===== config.mk =====
export PLATFORM = sky130hd
export DESIGN_NAME = rm_irq_entry
export DESIGN_NICKNAME = d
export VERILOG_FILES = /design/src/rtl/rm_irq_pkg.sv /design/src/rtl/rm_irq_gate.sv /design/src/rtl/rm_irq_port.sv /design/src/rtl/rm_irq_seq.sv /design/src/rtl/rm_irq_entry.sv
export SDC_FILE = /design/constraint.sdc
export NUM_CORES = 1
export LEC_CHECK = 0
export BUFFER_PORTS_ARGS = -buffer_cell sky130_fd_sc_hd__buf_2
export CORE_ASPECT_RATIO = 1.25
export CORE_UTILIZATION = 50
export DETAILED_ROUTE_END_ITERATION = 12
export HOLD_SLACK_MARGIN = 0.05
export PLACE_DENSITY = 0.81
export REMOVE_ABC_BUFFERS = 1
export SLEW_MARGIN = 15
export SYNTH_ARGS = -nofsm -noshare
export SYNTH_HDL_FRONTEND = slang
export SYNTH_SLANG_ARGS = --single-unit

===== constraint.sdc =====
create_clock -name clk -period 9.95 [get_ports clk]
set_input_delay 1.4925 -clock clk [delete_from_list [all_inputs] [get_ports clk]]
set_output_delay 1.4925 -clock clk [all_outputs]
set_load 0.005 [all_outputs]

===== src/rtl/rm_irq_pkg.sv =====
package rm_irq_pkg;
  localparam int WORD_W    = 16;
  localparam int VEC_W     = 8;
  localparam int SEG_SHIFT = 4;
  localparam int ADDR_W    = WORD_W + SEG_SHIFT;

  typedef logic [WORD_W-1:0] word_t;
  typedef logic [VEC_W-1:0]  vec_t;
  typedef logic [ADDR_W-1:0] paddr_t;

  typedef enum logic [2:0] {
    ST_IDLE,
    ST_PUSH_FL,
    ST_PUSH_CS,
    ST_LOAD_CS,
    ST_PUSH_IP,
    ST_LOAD_IP,
    ST_DONE
  } step_e;

  // segment:offset to physical, wrapping at the address width
  function automatic paddr_t seg_addr(word_t seg, word_t off);
    return {seg, {SEG_SHIFT{1'b0}}} + {{SEG_SHIFT{1'b0}}, off};
  endfunction

  // stack pre-decrement by one word, modulo 2^WORD_W
  function automatic word_t sp_dec(word_t sp);
    return sp - WORD_W'(2);
  endfunction

  // table offset of a vector: vec*4, plus 2 for the segment half
  function automatic word_t vec_off(vec_t v, logic seg_half);
    return {{(WORD_W-VEC_W-2){1'b0}}, v, seg_half, 1'b0};
  endfunction

  // vectors that ignore the interrupt-enable gate
  function automatic logic gate_bypass(vec_t v);
    return (v == VEC_W'(0)) || (v == VEC_W'(2));
  endfunction
endpackage


===== src/rtl/rm_irq_gate.sv =====
module rm_irq_gate
  import rm_irq_pkg::*;
(
  input  logic clk,
  input  logic rst,
  input  logic raise_strobe,
  input  vec_t raise_vec,
  input  logic halt_req,
  input  logic at_boundary,
  input  logic if_en,
  input  logic seq_idle,
  input  logic clear_pend,
  output logic pending,
  output vec_t pend_vec,
  output logic halted,
  output logic svc_start,
  output logic fetch_go
);
  logic blocked;
  logic eligible;

  always_ff @(posedge clk) begin
    if (rst) begin
      pending  <= 1'b0;
      pend_vec <= '0;
    end else if (raise_strobe) begin
      pending  <= 1'b1;
      pend_vec <= raise_vec;
    end else if (clear_pend) begin
      pending  <= 1'b0;
    end
  end

  always_ff @(posedge clk) begin
    if (rst)           halted <= 1'b0;
    else if (halt_req) halted <= 1'b1;
  end

  always_comb begin
    blocked   = halted | halt_req;
    eligible  = pending & (if_en | gate_bypass(pend_vec));
    svc_start = seq_idle & at_boundary & ~blocked & eligible;
    fetch_go  = seq_idle & at_boundary & ~blocked & ~svc_start;
  end
endmodule


===== src/rtl/rm_irq_port.sv =====
module rm_irq_port
  import rm_irq_pkg::*;
(
  input  step_e  step,
  input  word_t  sp_cur,
  input  word_t  ss_r,
  input  word_t  flags_r,
  input  word_t  cs_r,
  input  word_t  ip_r,
  input  vec_t   vec_r,
  output logic   mem_req,
  output logic   mem_we,
  output paddr_t mem_addr,
  output word_t  mem_wdata
);
  word_t push_sp;

  always_comb begin
    push_sp   = sp_dec(sp_cur);
    mem_req   = 1'b0;
    mem_we    = 1'b0;
    mem_addr  = '0;
    mem_wdata = '0;
    unique case (step)
      ST_PUSH_FL: begin
        mem_req = 1'b1; mem_we = 1'b1;
        mem_addr = seg_addr(ss_r, push_sp); mem_wdata = flags_r;
      end
      ST_PUSH_CS: begin
        mem_req = 1'b1; mem_we = 1'b1;
        mem_addr = seg_addr(ss_r, push_sp); mem_wdata = cs_r;
      end
      ST_LOAD_CS: begin
        mem_req = 1'b1;
        mem_addr = seg_addr('0, vec_off(vec_r, 1'b1));
      end
      ST_PUSH_IP: begin
        mem_req = 1'b1; mem_we = 1'b1;
        mem_addr = seg_addr(ss_r, push_sp); mem_wdata = ip_r;
      end
      ST_LOAD_IP: begin
        mem_req = 1'b1;
        mem_addr = seg_addr('0, vec_off(vec_r, 1'b0));
      end
      default: ;
    endcase
  end
endmodule


===== src/rtl/rm_irq_seq.sv =====
module rm_irq_seq
  import rm_irq_pkg::*;
#(
  parameter int IF_BIT = 9,
  parameter int TF_BIT = 8
) (
  input  logic  clk,
  input  logic  rst,
  input  logic  svc_start,
  input  vec_t  vec_in,
  input  word_t flags_in,
  input  word_t cs_in,
  input  word_t ip_in,
  input  word_t sp_in,
  input  word_t ss_in,
  input  logic  mem_req,
  input  logic  mem_rdy,
  input  word_t mem_rdata,
  output step_e step,
  output logic  seq_idle,
  output logic  clear_pend,
  output logic  entry_done,
  output vec_t  vec_r,
  output word_t flags_r,
  output word_t cs_r,
  output word_t ip_r,
  output word_t sp_r,
  output word_t ss_r,
  output word_t new_cs,
  output word_t new_ip,
  output word_t new_flags
);
  localparam word_t CTRL_MASK = word_t'((1 << IF_BIT) | (1 << TF_BIT));

  logic ack;

  assign ack        = mem_req & mem_rdy;
  assign seq_idle   = (step == ST_IDLE);
  assign clear_pend = ack & (step == ST_LOAD_IP);
  assign entry_done = (step == ST_DONE);
  assign new_flags  = flags_r & ~CTRL_MASK;

  always_ff @(posedge clk) begin
    if (rst) begin
      step    <= ST_IDLE;
      vec_r   <= '0;
      flags_r <= '0;
      cs_r    <= '0;
      ip_r    <= '0;
      sp_r    <= '0;
      ss_r    <= '0;
      new_cs  <= '0;
      new_ip  <= '0;
    end else begin
      unique case (step)
        ST_IDLE: if (svc_start) begin
          vec_r   <= vec_in;
          flags_r <= flags_in;
          cs_r    <= cs_in;
          ip_r    <= ip_in;
          sp_r    <= sp_in;
          ss_r    <= ss_in;
          step    <= ST_PUSH_FL;
        end
        ST_PUSH_FL: if (ack) begin
          sp_r <= sp_dec(sp_r);
          step <= ST_PUSH_CS;
        end
        ST_PUSH_CS: if (ack) begin
          sp_r <= sp_dec(sp_r);
          step <= ST_LOAD_CS;
        end
        ST_LOAD_CS: if (ack) begin
          new_cs <= mem_rdata;
          step   <= ST_PUSH_IP;
        end
        ST_PUSH_IP: if (ack) begin
          sp_r <= sp_dec(sp_r);
          step <= ST_LOAD_IP;
        end
        ST_LOAD_IP: if (ack) begin
          new_ip <= mem_rdata;
          step   <= ST_DONE;
        end
        default: step <= ST_IDLE;
      endcase
    end
  end
endmodule


===== src/rtl/rm_irq_entry.sv =====
module rm_irq_entry
  import rm_irq_pkg::*;
#(
  parameter int IF_BIT = 9,
  parameter int TF_BIT = 8
) (
  input  logic              clk,
  input  logic              rst,
  input  logic              raise_strobe,
  input  logic [VEC_W-1:0]  raise_vec,
  input  logic              halt_req,
  input  logic              at_boundary,
  input  logic              if_en,
  input  logic [WORD_W-1:0] flags_in,
  input  logic [WORD_W-1:0] cs_in,
  input  logic [WORD_W-1:0] ip_in,
  input  logic [WORD_W-1:0] sp_in,
  input  logic [WORD_W-1:0] ss_in,
  output logic              mem_req,
  output logic              mem_we,
  output logic [ADDR_W-1:0] mem_addr,
  output logic [WORD_W-1:0] mem_wdata,
  input  logic [WORD_W-1:0] mem_rdata,
  input  logic              mem_rdy,
  output logic              fetch_go,
  output logic              halted,
  output logic              irq_pending,
  output logic              entry_done,
  output logic [WORD_W-1:0] new_cs,
  output logic [WORD_W-1:0] new_ip,
  output logic [WORD_W-1:0] new_sp,
  output logic [WORD_W-1:0] new_flags
);
  // events shared between the pieces, named for the checker
  logic  svc_start;
  logic  seq_idle;
  logic  clear_pend;
  vec_t  pend_vec;
  step_e step;
  vec_t  vec_r;
  word_t flags_r, cs_r, ip_r, sp_r, ss_r;

  rm_irq_gate u_gate (
    .clk(clk), .rst(rst),
    .raise_strobe(raise_strobe), .raise_vec(raise_vec),
    .halt_req(halt_req), .at_boundary(at_boundary), .if_en(if_en),
    .seq_idle(seq_idle), .clear_pend(clear_pend),
    .pending(irq_pending), .pend_vec(pend_vec), .halted(halted),
    .svc_start(svc_start), .fetch_go(fetch_go)
  );

  rm_irq_seq #(.IF_BIT(IF_BIT), .TF_BIT(TF_BIT)) u_seq (
    .clk(clk), .rst(rst), .svc_start(svc_start), .vec_in(pend_vec),
    .flags_in(flags_in), .cs_in(cs_in), .ip_in(ip_in),
    .sp_in(sp_in), .ss_in(ss_in),
    .mem_req(mem_req), .mem_rdy(mem_rdy), .mem_rdata(mem_rdata),
    .step(step), .seq_idle(seq_idle), .clear_pend(clear_pend),
    .entry_done(entry_done), .vec_r(vec_r),
    .flags_r(flags_r), .cs_r(cs_r), .ip_r(ip_r), .sp_r(sp_r), .ss_r(ss_r),
    .new_cs(new_cs), .new_ip(new_ip), .new_flags(new_flags)
  );

  rm_irq_port u_port (
    .step(step), .sp_cur(sp_r), .ss_r(ss_r), .flags_r(flags_r),
    .cs_r(cs_r), .ip_r(ip_r), .vec_r(vec_r),
    .mem_req(mem_req), .mem_we(mem_we),
    .mem_addr(mem_addr), .mem_wdata(mem_wdata)
  );

  assign new_sp = sp_r;
endmodule


After elaboration in Yosys (flattened, before gate mapping). Index checks and enable logic that the tools add are counted.

Word-level logic and storage cells: 67. Register bits: 133. Bits of input ports: 111. Output and inout port bits: 106.

Bitwise logic cells: 11. Reductions and logical operators: 12. Mux-type cells: 16. $add $sub $neg: 2. Equality and inequality tests: 14.

Operators by type and width (count): $pmux 20 s3 (1); $pmux 16 s3 (1); $mux 16 (2); $pmux 16 s2 (1); $add 20x16->20 (1); $mux 3 (6); $pmux 3 s6 (1); $sub 16x2->16 const B (1); $ne 2x2->1 const B (6); $eq 3x3->1 const B (3); $eq 8x2->1 const B (1); $logic_not 8->1 (1); $and 1x1->1 (7); $eq 3x2->1 const B (2); $reduce_and 2->1 (3); $reduce_and 6->1 (1); $reduce_or 5->1 (1); $mux 1 (4); $reduce_bool 2->1 (2); $eq 3x1->1 const B (1); $logic_not 3->1 (1); $reduce_and 3->1 (1); $reduce_or 3->1 (1); $ne 2x1->1 const B (1); 3 further kinds (5).

Longest topological paths before layout. Gate-level depths: netlist of the first run.

Word-level depth: 7. Gate-level depth with buffers: 12. Mapped depth without buffers: 11.

Modules after synthesis. From an unflattened synthesis of the first run, not the netlist that was laid out.

Cell total of the unflattened synthesis: 916. Area total of the unflattened synthesis: 6956.7 um^2.

By module, submodules not included: rm_irq_seq (cells an instance 637, instances 1, sequential area each 2462.4 um^2, area an instance 5003.5 um^2); rm_irq_port (cells an instance 240, instances 1, sequential area each 0.0 um^2, area an instance 1540.2 um^2); rm_irq_gate (cells an instance 39, instances 1, sequential area each 200.2 um^2, area an instance 412.9 um^2).

Worst setup path before layout of the first run. No wires, ideal clock.

Path kind: flip-flop to output port. Start point: register u_seq.sp_r[6]. End point: output port mem_addr[17]. Slack: 5542 ps. Data required time: 8457 ps. Stages on the path, launching flop included: 13. Arrival time: 2915 ps. Path buffers: 2. Cells stage by stage: dfxtp_1 -> buf_6 -> or4_1 -> nor4_2 -> nand2_1 -> xnor2_1 -> ha_1 -> clkbuf_1 -> a2111o_1 -> a31oi_1 -> o31a_1 -> o21ai_0 -> mux2i_1.

Longest elaborated chain between the ends: 3.

Ends and longest elaborated chain: from (decl) (RTL line rm_irq_seq.sv:27) `output word_t sp_r,`; from (signal assigned) (RTL line rm_irq_seq.sv:61) `sp_r <= sp_in;`; from (signal assigned) (RTL line rm_irq_seq.sv:66) `sp_r <= sp_dec(sp_r);`; from (signal assigned) (RTL line rm_irq_seq.sv:70) `sp_r <= sp_dec(sp_r);`; $sub 16x2->16 (RTL line rm_irq_pkg.sv:28) `return sp - WORD_W'(2);`; $add 20x16->20 (RTL line rm_irq_pkg.sv:23) `return {seg, {SEG_SHIFT{1'b0}}} + {{SEG_SHIFT{1'b0}}, off};`; $pmux 20 s3 (RTL line rm_irq_port.sv:24) `unique case (step)`; to (decl) (RTL line rm_irq_entry.sv:21) `output logic [ADDR_W-1:0] mem_addr,`.

No other way between the ends.

Worst setup path in the final report of the first run. Ends and elaborated chain as after synthesis.

==> results of run 1 <==
[through the flow]
stage / power, mW / util (%) / cells / hold WS, ns / cell area (um2)
2_1_floorplan: 0.8021 / - / 803 / 0.4251 / 6262
4_1_cts: 1.580 / 64.25 / 1225 / 0.4513 / 8247
6_report: 1.574 / 64.25 / 1225 / 0.4509 / 8247
5_1_grt: 1.643 / 64.25 / 1225 / 0.4629 / 8247
3_3_place_gp: 0.9174 / 59.38 / 1193 / 0.4391 / 7621
3_5_place_dp: 0.9193 / 59.38 / 1193 / 0.4439 / 7621
[where the power goes]
group	internal (mW)	total [mW]	switching (mW)
sequential	0.547	0.563	0.0166
combinational	0.141	0.350	0.209
clock	0.409	0.661	0.252
[routing by layer]
metal	GRT usage [%]	vias to the layer above	wire, um
li1	-	3318	-
met1	31.84	3116	7843
met2	47.52	218	9462
met3	5.635	31	1039
met4	11.43	0	427
met5	0	-	0
[state kept, by name, indices dropped and copies added, names as in the netlist, 3 cells and up]
register / cells
u_seq.new_ip: 16
u_seq.ip_r: 16
u_seq.step: 3
u_seq.cs_r: 16
u_seq.flags_r: 16
u_seq.ss_r: 16
u_seq.new_cs: 16
u_seq.vec_r: 8
u_gate.pend_vec: 8
u_seq.sp_r: 16
[logic make-up (layout without fill, tap and decap cells)]
family	Yosys count	count (layout)	synth area share, %
compound gates	250	250	22.32
buf+inv	87	265	6.703
other cells	1	2	0.05627
flops	133	133	39.95
simple gates	361	361	23.64
xor+xnor	15	15	1.972
mux	16	16	2.422
fa+ha+maj	15	15	2.929
[synthesized netlist by cell type (all sizes together), types with 7 or more instances]
| master | count | area (um2) |
|---|---|---|
| a21oi | 141 | 705.7 |
| nand2 | 249 | 934.7 |
| dfxtp | 133 | 2663 |
| ha | 14 | 175.2 |
| o21ai | 40 | 200.2 |
| nand3 | 9 | 45.04 |
| nand3b | 7 | 52.55 |
| xnor2 | 8 | 70.07 |
| xor2 | 7 | 61.31 |
| a22oi | 17 | 127.6 |
| buf | 41 | 274.0 |
| clkbuf | 35 | 131.4 |
| inv | 11 | 41.29 |
| mux2i | 15 | 150.1 |
| nor2 | 44 | 170.2 |
| nor3 | 14 | 75.07 |
[placed cells by master (no fill, tap or decap), types with 9 or more instances in the layout]
cell / n
dfxtp_1: 133
nand3_1: 9
ha_1: 14
a22oi_1: 17
buf_2: 213
nor3_1: 11
a21oi_1: 141
mux2i_1: 15
o21ai_0: 31
o21ai_1: 9
buf_4: 9
nand2_1: 249
inv_1: 10
clkbuf_16: 17
nor2_1: 42
[cell type report]
| cell class | instances | area share (%) |
|---|---|---|
| clock inverters | 14 | 2.261 |
| flip-flops and latches | 133 | 32.29 |
| multi-input cells | 659 | 43.33 |
| clock buffers | 18 | 5.325 |
| inverters | 11 | 0.5007 |
| well taps | 168 | 2.549 |
| repair buffers | 222 | 13.75 |
[worst max-delay path, stage by stage, from the launching register on]
cell and delay (ns):
dfxtp_1 0.40, or4_1 0.60, nor4_2 0.38, nand2_1 0.12
xnor2_1 0.15, ha_1 0.38, a2111o_1 0.46, a31oi_1 0.21
o31a_1 0.16, o21ai_0 0.10, mux2i_1 0.16, buf_2 0.13
[worst max-delay path by stage]
| stage | endpoint |
|---|---|
| after floorplan | mem_addr[17] |
| final | mem_addr[17] |
| after detailed placement | mem_addr[17] |
| after CTS | mem_addr[18] |
| after global placement | mem_addr[17] |
| after global routing | mem_addr[17] |
==> results.yml, run 1 <==
outcome:
  status: "finished clean"
floorplan:
  die_x_um: 105.3
  core_area_um2: 12830
  initial_core_util_pct: 51.92
  pin_count: 217
  row_count: 46
  dieArea_um2: 13800
  fp.dieH_um: 131.1
min_path:
  hold_depth: 2
  min_to: "u_seq.new_cs[15]$_SDFFE_PP0P_"
  hp-class: "flop to flop"
  worstHoldStart: "u_seq.new_cs[15]$_SDFFE_PP0P_"
finish:
  multiInputGateArea_um2: 3573
  nets: 1170
  antennaDiodeCount: 0
  fill_cells: 1200
  syn_to_final_growth_pct: 23.75
  drive_gt1_share_pct: 25.83
  ff_latch_area_um2: 2663
drt:
  wire_per_inst_um: 15.32
  vias: 6683
  drt-total-wl_um: 18770
  drt_iter0_drc: 458
  routed_via_density: 5.456
  ant_nets: 0
  drtPass1Iterations: 5
  drcViolationCount: 0
timing:
  finalHoldViolCount: 0
  worst_slack_ns: 4.808
  tightest_slew_ns: 1.117
  maxSlewHeadroom_pct: 25.23
  max_freq_ghz: 0.1945
  period_share_pct: 51.68
  drv_slew: 0
  fin_tns_setup_ns: 0
  period_minus_slack_ns: 5.142
  setup-violations-final: 0
  rsz0062_at_grt: "false"
  finClkSkew_ns: 0.01353
worst_setup_path:
  r2r_end: "u_seq.sp_r[1]$_SDFFE_PP0P_"
  cp_max_fo: 9
  reg2reg_from: "u_seq.step[0]$_SDFFE_PP0P_"
  cp-startpoint: "u_seq.sp_r[6]$_SDFFE_PP0P_"
  reg2reg_depth: 7
  cp-start-kind: "flop"
  worstPathArrival_ns: 3.65
  worstSetupEndpointType: "output pin"
  critPathKind: "flop to output pin"
  r2r_slack_ns: 7.08
  crit_required_ns: 8.46
place:
  dp_hpwl_um: 12780
  gp_congestion: 0.8691
  port_buffers: 214
  dpl_worst_slack_ns: 5.250
global_route:
  grt_pass1_wl_um: 29430
  antenna_found_initial: 0
  grt-ovfl-total: 0
  grt_pass1_vias: 6129
  grt_max_degree: 93
  grt_util_all_layers_pct: 26.91
power:
  peakVddDrop_mv: 0.1351
  p_per_area_nw_per_um2: 190.9
  power.leakage_nw: 3.446
logic_synthesis:
  ys_seq_elements: 133
  async_flop_share_pct: 0
  synthFlopType: "dfxtp_1"
  ys_seq_area_share_pct: 39.95
  avgSynthCellArea_um2: 7.590
  synth.yosys.warnings: 0
  syn_inst: 878
  synth_edf_count: 0
  yosysUniqueCellTypes: 67
  syn_area_um2: 6664
clocking:
  root_buffer: "clkbuf_16"
  clock_path_buffers: 2
  cts_post_setup_buffers_inserted: 0
  cts.sinks: 133
  cts_buffers: 17
  clk_pin_slew_ns: 0.06
  clock_latency_ns: 0.41
  cts_tree: "built"
  h-tree-depth: 4
  postCtsHoldBufs: 0
  cts_resized: 0
run:
  max_cap_violations: 0
(Power assumes the default switching activity.)
==> inputs of run 2 (changes only) <==
- ABC_AREA: default -> 1
- clock period: 9.95 -> 4.8 ns (I/O delays scaled with it)
==> results.yml, run 2 <==
logic_synthesis:
  yosys-top-cells-area: "dfxtp_1 40%, nand2_1 13%, a21oi_1 10%, o21ai_0 5.9%, inv_1 5.8%"
  ys_seq_elements: 133
  avgSynthCellArea_um2: 6.904
  yosys-top-cells-count: "227 x nand2_1, 134 x a21oi_1, 133 x dfxtp_1, 103 x inv_1, 89 x nor2_1"
  syn_inst: 968
  synth.yosys.warnings: 0
  yosysUniqueCellTypes: 37
  yosys.area.top_type: "dfxtp_1"
  synthMostInstantiatedCell: "nand2_1"
  syn_area_um2: 6683
  async_flop_share_pct: 0
  synth_top_area_share_pct: 39.84
  ys_seq_area_share_pct: 39.84
  synth_edf_count: 0
  synthFlopType: "dfxtp_1"
timing:
  finClkSkew_ns: 0.008113
  finalHoldViolCount: 0
  fin_tns_setup_ns: 0
  maxSlewHeadroom_pct: 27.13
  drv_slew: 0
  setup-violations-final: 0
  period_share_pct: 75.85
  tightest_slew_ns: 1.090
  period_minus_slack_ns: 3.641
  rsz0062_at_grt: "false"
  worst_slack_ns: 1.159
  max_freq_ghz: 0.2747
drt:
  drt-total-wl_um: 18240
  vias: 6772
  drt_iter0_drc: 263
  drtPass1Iterations: 4
  ant_nets: 0
  routed_via_density: 5.115
  drcViolationCount: 0
  wire_per_inst_um: 13.77
clocking:
  cts.sinks: 133
  cts_tree: "built"
  root_buffer: "clkbuf_16"
  clock_latency_ns: 0.42
  clk_pin_slew_ns: 0.06
  h-tree-depth: 4
  cts_post_setup_buffers_inserted: 0
  postCtsHoldBufs: 0
  cts_resized: 0
  cts_buffers: 17
  clock_path_buffers: 2
power:
  power.total_mw: 3.971
  peakVddDrop_mv: 0.2994
  power.leakage_nw: 3.805
  p_per_area_nw_per_um2: 485.9
floorplan:
  row_count: 46
  fp.dieH_um: 131.3
  die_x_um: 105.4
  core_area_um2: 12830
  pin_count: 217
  initial_core_util_pct: 52.07
  dieArea_um2: 13830
finish:
  drive_gt1_share_pct: 23.07
  final_cells: 1324
  syn_to_final_growth_pct: 22.28
  nets: 1266
  final_cell_mix: "227 x nand2_1, 214 x buf_2, 134 x a21oi_1"
  layout.cells.most_common: "nand2_1"
  finalInstanceArea_um2: 8172
  fill_cells: 1210
worst_setup_path:
  reg2reg_from: "u_seq.step[0]$_SDFFE_PP0P_"
  r2r_slack_ns: 2.31
  cp-startpoint: "u_seq.sp_r[1]$_SDFFE_PP0P_"
  cp-start-kind: "flop"
  cp_max_fo: 5
  critPathKind: "flop to output pin"
  critPathCapture: "mem_addr[14]"
  worstPathArrival_ns: 2.92
  crit_required_ns: 4.08
  worstSetupEndpointType: "output pin"
  reg2reg_depth: 9
  r2r_end: "u_seq.sp_r[13]$_SDFFE_PP0P_"
run:
  max_cap_violations: 0
global_route:
  grt_pass1_wl_um: 29640
  grt_pass1_vias: 6305
  grt-ovfl-total: 0
  antenna_found_initial: 3
  grt_util_all_layers_pct: 26.78
  grt_max_degree: 101
place:
  port_buffers: 214
  dp_hpwl_um: 12870
  gp_congestion: 0.8965
  dpl_worst_slack_ns: 1.609
  place_area_um2: 7624
  dpl.cell_count: 1289
outcome:
  status: "finished clean"
min_path:
  hp-class: "flop to flop"
run 2: cell count changes after synthesis, moves of 15 or more:
cell / change
o21ai_0: +48
nand3_1: +38
mux2i_1: -15
a22oi_1: -16
nand2_1: -22
nor2_1: +47
inv_1: +93
run 2: through the flow:
stage / hold slack [ns] / utilization [%]
after global routing: 0.4617 / 63.65
after detailed placement: 0.4345 / 59.40
after global placement: 0.4294 / 59.40
final: 0.4415 / 63.67
after CTS: 0.4442 / 63.61
after floorplan: 0.4266 / -
run 2: layout make-up:
| cell class | instances | area (um2) | area share, % |
|---|---|---|---|
| Clock inverter | 13 | 97.59 | 1.194 |
| Clock buffer | 19 | 442.9 | 5.420 |
| Sequential cell | 133 | 2663 | 32.58 |
| Multi-Input combinational cell | 663 | 3248 | 39.75 |
| Timing Repair Buffer | 218 | 1101 | 13.47 |
| Tap cell | 168 | 210.2 | 2.572 |
| Antenna cell | 3 | 7.507 | 0.09187 |
| Inverter | 107 | 401.6 | 4.915 |
run 2: cells by family (layout without fill, tap and decap cells):
group,Yosys count,in the layout,synth area share [%]
AO/OA/AOI/OAI,243,243,19.58
XOR/XNOR,6,6,0.7865
adder cells (fa/ha/maj),16,16,3.071
buffers and inverters,173,357,11.80
flip-flops,133,133,39.84
other,1,5,0.05612
AND/OR/NAND/NOR,396,396,24.86
run 2: worst min path at each step:
| stage | start | end | slack, ns | depth (start not counted) |
|---|---|---|---|---|
| after global routing | u_seq.new_ip[15]$_SDFFE_PP0P_ | u_seq.new_ip[15]$_SDFFE_PP0P_ | 0.46 | 2 |
| after detailed placement | u_seq.new_ip[10]$_SDFFE_PP0P_ | u_seq.new_ip[10]$_SDFFE_PP0P_ | 0.43 | 2 |
| final | u_seq.new_ip[10]$_SDFFE_PP0P_ | u_seq.new_ip[10]$_SDFFE_PP0P_ | 0.44 | 2 |
| after CTS | u_seq.new_ip[10]$_SDFFE_PP0P_ | u_seq.new_ip[10]$_SDFFE_PP0P_ | 0.44 | 2 |
| after global placement | u_seq.new_ip[11]$_SDFFE_PP0P_ | u_seq.new_ip[11]$_SDFFE_PP0P_ | 0.43 | 2 |
| after floorplan | u_seq.vec_r[1]$_SDFFE_PP0P_ | u_seq.vec_r[1]$_SDFFE_PP0P_ | 0.43 | 2 |
run 2: worst max-delay path, stage by stage (launching register included):
cell      delay [ns]
dfxtp_1         0.32
inv_1           0.13
ha_1            0.25
nand2_1         0.11
inv_1           0.10
nand2_1         0.05
nand2_1         0.10
inv_1           0.08
fa_1            0.43
nand3b_1        0.17
nand2_1         0.15
a21o_1          0.19
nand2_1         0.07
nand2_1         0.08
nand2_1         0.06
nand2_1         0.06
nor2_1          0.05
buf_2           0.12
run 2: metal layers:
layer,up-vias,share of wire (%),global-route usage (%)
met1,3053,41,30.05
met3,31,6.2,7.490
li1,3479,-,-
met5,-,0,0
met4,0,2.9,12.13
met2,209,50,46.60
run 2: report_power, final:
| group | internal, mW | switching, mW |
|---|---|---|
| clock network | 0.679 | 0.509 |
| registers | 1.19 | 0.0787 |
| logic | 0.522 | 0.995 |
